**src/rtl/ext_irq_pkg.sv**
```systemverilog
package ext_irq_pkg;
  localparam int ADDR_W   = 8;
  localparam int DATA_W   = 8;
  localparam int CLR_BIT  = 7;
  localparam int FLAG_BIT = 6;
  localparam int EN_BIT   = 2;
  localparam int OSC_W    = 2;
  localparam logic [OSC_W-1:0] OSC_RST = 2'b10;
endpackage

```
**src/rtl/ext_irq_sync.sv**
```systemverilog
module ext_irq_sync #(
  parameter int WIDTH  = 5,
  parameter int STAGES = 2,
  parameter logic [WIDTH-1:0] RST_VAL = '0
) (
  input  logic             clk,
  input  logic             rst,
  input  logic [WIDTH-1:0] d_in,
  output logic [WIDTH-1:0] q_out
);
  genvar g;
  generate
    for (g = 0; g < WIDTH; g++) begin : g_bit
      logic [STAGES-1:0] chain;
      always_ff @(posedge clk) begin
        if (rst) chain <= {STAGES{RST_VAL[g]}};
        else     chain <= {chain[STAGES-2:0], d_in[g]};
      end
      assign q_out[g] = chain[STAGES-1];
    end
  endgenerate
endmodule

```
**src/rtl/ext_irq_detect.sv**
```systemverilog
module ext_irq_detect #(
  parameter int NUM_PORT = 4
) (
  input  logic                clk,
  input  logic                rst,
  input  logic                pin_n_s,
  input  logic [NUM_PORT-1:0] port_s,
  output logic                trig
);
  localparam int NSRC = NUM_PORT + 1;

  logic [NSRC-1:0] active;
  logic [NSRC-1:0] active_q;

  // every source mapped to "1 = asserted"
  assign active = {~pin_n_s, port_s};

  always_ff @(posedge clk) begin
    if (rst) active_q <= '0;
    else     active_q <= active;
  end

  // trigger only leaving the all-idle state: any source held active locks out the rest
  assign trig = ~(|active_q) & (|active);
endmodule

```
**src/rtl/ext_irq_regs.sv**
```systemverilog
module ext_irq_regs
  import ext_irq_pkg::*;
#(
  parameter logic [ADDR_W-1:0] REG_ADDR = 8'h0D
) (
  input  logic              clk,
  input  logic              rst,
  input  logic              trig,
  input  logic [ADDR_W-1:0] bus_addr,
  input  logic              bus_wr,
  input  logic              bus_rd,
  input  logic [DATA_W-1:0] bus_wdata,
  output logic [DATA_W-1:0] bus_rdata,
  output logic              flag,
  output logic              en,
  output logic [OSC_W-1:0]  osc
);
  logic hit_wr;
  logic clr_req;
  logic [DATA_W-1:0] rd_view;
  logic unused_wbits;

  assign hit_wr  = bus_wr && (bus_addr == REG_ADDR);
  assign clr_req = hit_wr && bus_wdata[CLR_BIT];
  assign unused_wbits = ^bus_wdata[FLAG_BIT:EN_BIT+1];

  always_ff @(posedge clk) begin
    if (rst) begin
      flag <= 1'b0;
      en   <= 1'b1;
      osc  <= OSC_RST;
    end else begin
      // a qualified edge beats a clear in the same cycle
      if (trig)         flag <= 1'b1;
      else if (clr_req) flag <= 1'b0;
      if (hit_wr) begin
        en  <= bus_wdata[EN_BIT];
        osc <= bus_wdata[OSC_W-1:0];
      end
    end
  end

  always_comb begin
    rd_view           = '0;
    rd_view[FLAG_BIT] = flag;
    rd_view[EN_BIT]   = en;
    rd_view[OSC_W-1:0] = osc;
  end

  always_ff @(posedge clk) begin
    if (rst)                               bus_rdata <= '0;
    else if (bus_rd && bus_addr == REG_ADDR) bus_rdata <= rd_view;
    else                                   bus_rdata <= '0;
  end
endmodule

```
**src/rtl/ext_irq_ctrl.sv**
```systemverilog
module ext_irq_ctrl
  import ext_irq_pkg::*;
#(
  parameter int NUM_PORT = 4,
  parameter int SYNC_STAGES = 2,
  parameter logic [ADDR_W-1:0] REG_ADDR = 8'h0D
) (
  input  logic                clk,
  input  logic                rst,
  input  logic                irq_n_pin,
  input  logic [NUM_PORT-1:0] port_irq,
  input  logic [ADDR_W-1:0]   bus_addr,
  input  logic                bus_wr,
  input  logic                bus_rd,
  input  logic [DATA_W-1:0]   bus_wdata,
  output logic [DATA_W-1:0]   bus_rdata,
  output logic                cpu_irq,
  output logic [OSC_W-1:0]    osc_sel
);
  localparam int NSRC = NUM_PORT + 1;
  localparam logic [NSRC-1:0] SYNC_RST = {1'b1, {NUM_PORT{1'b0}}};

  logic [NSRC-1:0] src_s;
  logic trig;
  logic flag_w;
  logic en_w;

  ext_irq_sync #(.WIDTH(NSRC), .STAGES(SYNC_STAGES), .RST_VAL(SYNC_RST)) sync_i (
    .clk(clk), .rst(rst), .d_in({irq_n_pin, port_irq}), .q_out(src_s)
  );

  ext_irq_detect #(.NUM_PORT(NUM_PORT)) det_i (
    .clk(clk), .rst(rst), .pin_n_s(src_s[NSRC-1]), .port_s(src_s[NUM_PORT-1:0]),
    .trig(trig)
  );

  ext_irq_regs #(.REG_ADDR(REG_ADDR)) regs_i (
    .clk(clk), .rst(rst), .trig(trig),
    .bus_addr(bus_addr), .bus_wr(bus_wr), .bus_rd(bus_rd), .bus_wdata(bus_wdata),
    .bus_rdata(bus_rdata), .flag(flag_w), .en(en_w), .osc(osc_sel)
  );

  always_ff @(posedge clk) begin
    if (rst) cpu_irq <= 1'b0;
    else     cpu_irq <= flag_w & en_w;
  end
endmodule

```
**config.mk**
```make
export PLATFORM = sky130hd
export DESIGN_NAME = ext_irq_ctrl
export DESIGN_NICKNAME = d
export VERILOG_FILES = /design/src/rtl/ext_irq_pkg.sv /design/src/rtl/ext_irq_sync.sv /design/src/rtl/ext_irq_detect.sv /design/src/rtl/ext_irq_regs.sv /design/src/rtl/ext_irq_ctrl.sv
export SDC_FILE = /design/constraint.sdc
export NUM_CORES = 1
export LEC_CHECK = 0
export ABC_CLOCK_PERIOD_IN_PS = 1350
export BUFFER_PORTS_ARGS = -buffer_cell sky130_fd_sc_hd__buf_2
export CORE_UTILIZATION = 40
export DETAILED_ROUTE_END_ITERATION = 8
export PLACE_DENSITY = 0.77
export RECOVER_POWER = 100
export SLEW_MARGIN = 30
export SYNTH_ARGS = -nofsm -noshare
export SYNTH_HDL_FRONTEND = slang
export SYNTH_SLANG_ARGS = --single-unit
export TNS_END_PERCENT = 50
```
**constraint.sdc**
```tcl
create_clock -name clk -period 1.35 [get_ports clk]
set_clock_uncertainty 0.2 [all_clocks]
set_input_delay 0 -clock clk [delete_from_list [all_inputs] [get_ports clk]]
set_output_delay 0 -clock clk [all_outputs]
set_load 0.05 [all_outputs]
```
; ---- After elaboration in Yosys (flattened, before gate mapping)
; Index checks and enable logic that the tools add are counted.
[totals]
register_bits = 28
input_bits = 25
out_inout_bits = 11
elab_cells = 27
[classes]
n_eq_ne = 1
muxes = 2
bitwise_logic = 5
n_reduce_logical = 7
[op_table]
columns = op, n
row1 = OR reduction 5 bit, 2
row2 = "equality test 8 x 4 -> 1 bit, second input constant", 1
row3 = logical AND 1 bit, 3
row4 = inverter 1 bit, 3
row5 = AND 1 bit, 2
row6 = 2-to-1 mux 1 bit, 2
row7 = nonzero test 2 bit, 1
row8 = OR reduction 2 bit, 1

; ---- Depth between registers and ports, before layout
[logic_depth]
depth_word = 5
mapped_depth = 3
depth_no_buf = 3

; ---- Hierarchy
; Synthesis repeated with hierarchy kept, for this count alone.
[unflattened]
hier_cells = 74
area_unflattened_um2 = 857.1
[by_module_without_submodules]
columns = module, instances, cells_each, area_each_um2, seq_area_each_um2
row1 = ext_irq_regs, 1, 34, 377.9, 160.2
row2 = ext_irq_sync, 1, 25, 300.3, 200.2
row3 = ext_irq_detect, 1, 13, 150.1, 100.1
row4 = ext_irq_ctrl, 1, 2, 28.8, 20.0

; ---- Worst setup path after synthesis
; Ideal clock, no wire load.
[synth_path]
kind = register to register
from = reg det_i.active_q[2]
to = reg regs_i.flag
setup_time_ns = 0.070
t_arrival_ns = 1.013
required_ns = 1.080
setup_slack_ns = 0.067
path_stages_with_launch = 4
path_buffers = 0
synth_period_minus_slack_ns = 1.283
path_cell_list = dfxtp_1 or4_1 nor3_1 o2bb2ai_1
[synth_between]
elab_chain_cells = 4
elab_cells_between_ends = 5
cone_classes = mux: 1 / bitwise: 2 / reduce/logical: 2
[synth_rtl]
columns = element, line_no
row1 = "start, declared", ext_irq_detect.sv:13  ; logic [NSRC-1:0] active_q;
row2 = "start signal, assigned", ext_irq_detect.sv:20  ; else active_q <= active;
row3 = OR reduction 5 bit *, ext_irq_detect.sv:24  ; assign trig = ~(|active_q) & (|active);
row4 = inverter 1 bit *, ext_irq_detect.sv:24
row5 = AND 1 bit *, ext_irq_detect.sv:24
row6 = 2-to-1 mux 1 bit or nonzero test 2 bit (tied branches), --
row7 = "end signal, assigned", ext_irq_regs.sv:29  ; flag <= 1'b0;
row8 = "end signal, assigned", ext_irq_regs.sv:34  ; if (trig) flag <= 1'b1;
row9 = "end signal, assigned", ext_irq_regs.sv:35  ; else if (clr_req) flag <= 1'b0;
row10 = "end, declared", ext_irq_regs.sv:14  ; output logic flag,
; Mark *: on every way between the ends. The rest lies on a longest branch, timed or not.
; A chain may end at the register's enable or synchronous reset.

; ---- Worst setup path in the final report
; Ends and elaborated chain as after synthesis.

==> qor.txt <==
multi-input logic area = 302 sq um
global-route wire length before repair = 2110 microns
Final min period = 1340 ps
DR vias = 623
Avg Vias per Cell = 4.27
final setup vio count = 0
MaxCap Viol Count = 0
Highest Signal Layer = met3
worst slack at placement = -84.8 ps
Clk pin slew, worst setup/hold paths = 120 ps
Max Fclk = 0.745 GHz
pin count of the biggest net entering global routing = 14
CTS tree = built
post-DP HPWL = 974 microns
Tot Pwr = 1.25 mW
grt total ovfl = 0
number of global-route vias before repair = 595
Area Growth Syn to Fin = 41.0%
Total Nets Final = 145
Avg Inst Size Synth = 11.2 sq um
WL final = 1470 microns
Die X = 47.5 microns
final worst slack = 8.61 ps
RSZ-0062 raised after global routing = true
synth unique cells = 21
row count = 16
fin crit share = 0.994
clk buf depth = 2
die height = 47.5 microns
Clock Latency Late Sink = 300 ps
P_leak = 0.542 nW
mapped cell area = 830 sq um
die area = 2260 sq um
Max Transition Viols Final = 0
total of warnings raised by yosys = 0
antenna cells = 0
post-synthesis register bit count = 24
CTS Hold Bufs = 17
crit path max fanout = 1
Final Hold Fails = 10
Total GRT Usage = 0.138
CTS root buffer = clkbuf_4
Mapped Cells = 74
initial antenna violation count = 0
VDD IR max = 0.977 mV
failing checks = hold timing
CP Capture Type = register
# DRC = 0
worst hold path class = in -> reg
initial core utilization = 0.423
Worst Path Required = 1390 ps
layout cells sized above 1 = 0.303
DR WL met3 = 100 microns
gpl congestion = 0.676
number of port buffers = 27
final hold slack = -108 ps
outcome = finished, violations left
Clock Sinks = 24
First DRT Iteration DRCs = 1
DR WL met2 = 851 microns
CTS H-tree lvls = 1
Post-CTS Setup Inserts = 0
CP arrival = 1380 ps
Critical Path Start Type = register
routed length per instance = 10.0 microns
area of the core = 1960 sq um
iteration count of the initial detailed-routing pass = 3
final antenna-violating net count = 0
WL met1 = 514 microns
num ports = 36
CP Class = reg -> reg
CTS Buf Count = 3
Power Dens Cells = 1070 nW/um^2
register area = 482 sq um
Fillers = 187
sequential area share after synthesis = 0.579
## cell families (layout without fill, tap and decap cells)
| group | after synthesis | count (layout) | share of synthesized area |
|---|---|---|---|
| flip-flops | 24 | 24 | 0.579 |
| other | 1 | 4 | 0.00452 |
| multiplexers | 3 | 3 | 0.0362 |
| AND/OR/NAND/NOR | 36 | 36 | 0.311 |
| AO/OA/AOI/OAI | 1 | 1 | 0.0106 |
| buffers and inverters | 9 | 51 | 0.0588 |
## layout make-up
| cell class | count | area share |
|---|---|---|
| Sequential cell | 24 | 0.412 |
| Tap cell | 27 | 0.0289 |
| Clock buffer | 4 | 0.0310 |
| Timing Repair Buffer | 44 | 0.261 |
| Multi-Input combinational cell | 44 | 0.258 |
| Inverter | 3 | 0.00963 |
## where the power goes
| part | internal (mW) | total (mW) | leakage [nW] | switching, mW |
|---|---|---|---|---|
| Clock | 0.164 | 0.352 | 0.0210 | 0.187 |
| Sequential | 0.733 | 0.741 | 0.196 | 0.00801 |
| Combinational | 0.0780 | 0.154 | 0.325 | 0.0756 |
## per-layer routing
| metal | global-route usage | vias up |
|---|---|---|
| met1 | 0.108 | 278 |
| met4 | 0.0167 | 0 |
| met5 | 0 | - |
| li1 | - | 319 |
| met2 | 0.307 | 26 |
| met3 | 0.0566 | 0 |
## Yosys cell counts (all sizes together)
cell type,number,area share
and2,4,0.030
buf,4,0.036
clkbuf,2,0.0091
conb,1,0.0045
dfxtp,24,0.58
inv,3,0.014
mux2i,3,0.036
nand2,1,0.0045
nand2b,3,0.023
nand4b,1,0.029
nor2,6,0.027
nor2b,12,0.090
nor3,2,0.026
nor4,2,0.015
nor4b,1,0.029
o2bb2ai,1,0.011
or2,2,0.015
or4,2,0.023
## flip-flops by register name, summed over array words and instances, names as in the netlist
signal and count:
sync_i.g_bit.chain 10, det_i.active_q 5, regs_i.bus_rdata 4, regs_i.osc 2
cpu_irq 1, regs_i.en 1, regs_i.flag 1
## cells in the final DEF (no fill, tap or decap), types with 2 or more instances in the layout
cell type      Yosys  final
conb_1             1      4
or4_1              1      2
dfxtp_1           24     23
mux2i_1            3      3
inv_1              2      2
dlygate4sd3_1      0     17
nor2_1             6      6
nor2b_1           12     12
nor4_1             2      2
nand2b_1           3      3
clkbuf_2           0      7
or2_1              2      2
clkbuf_4           0      3
and2_1             4      4
buf_2              0     20
## worst max-delay path, cell delays in order (launching register included)
cell	delay [ps]
dfxtp_1	320
or4_1	500
nor3_1	140
o2bb2ai_1	130
## final timing paths
kind / start / end / slack, ps / cells after the start
worst max-delay path: det_i.active_q[2]$_SDFF_PP0_ / regs_i.flag$_SDFFE_PP0P_ / 9 / 3
worst min-delay path: rst / sync_i.g_bit[4].chain[0]$_SDFF_PP1_ / -110 / 2
worst max register to register: det_i.active_q[2]$_SDFF_PP0_ / regs_i.flag$_SDFFE_PP0P_ / 9 / 3
worst min register to register: sync_i.g_bit[4].chain[0]$_SDFF_PP1_ / sync_i.g_bit[4].chain[1]$_SDFF_PP1_ / 220 / 1
## per-stage QoR
stage	setup TNS, ps	cells	instance area [sq um]	hold WS (ps)	utilization
3_3_place_gp	-417	125	972	-24.2	0.496
5_1_grt	-65.4	146	1170	-109	0.596
2_1_floorplan	0	77	841	-103	-
4_1_cts	-16.0	146	1180	-116	0.601
6_report	0	146	1170	-108	0.596
3_5_place_dp	-617	125	972	-16.5	0.496
## repair_timing
action,CTS,global route
setup endpoints to repair,1,4
hold endpoints to repair,22,10
resized for setup,0,1
(Power assumes the default switching activity.)
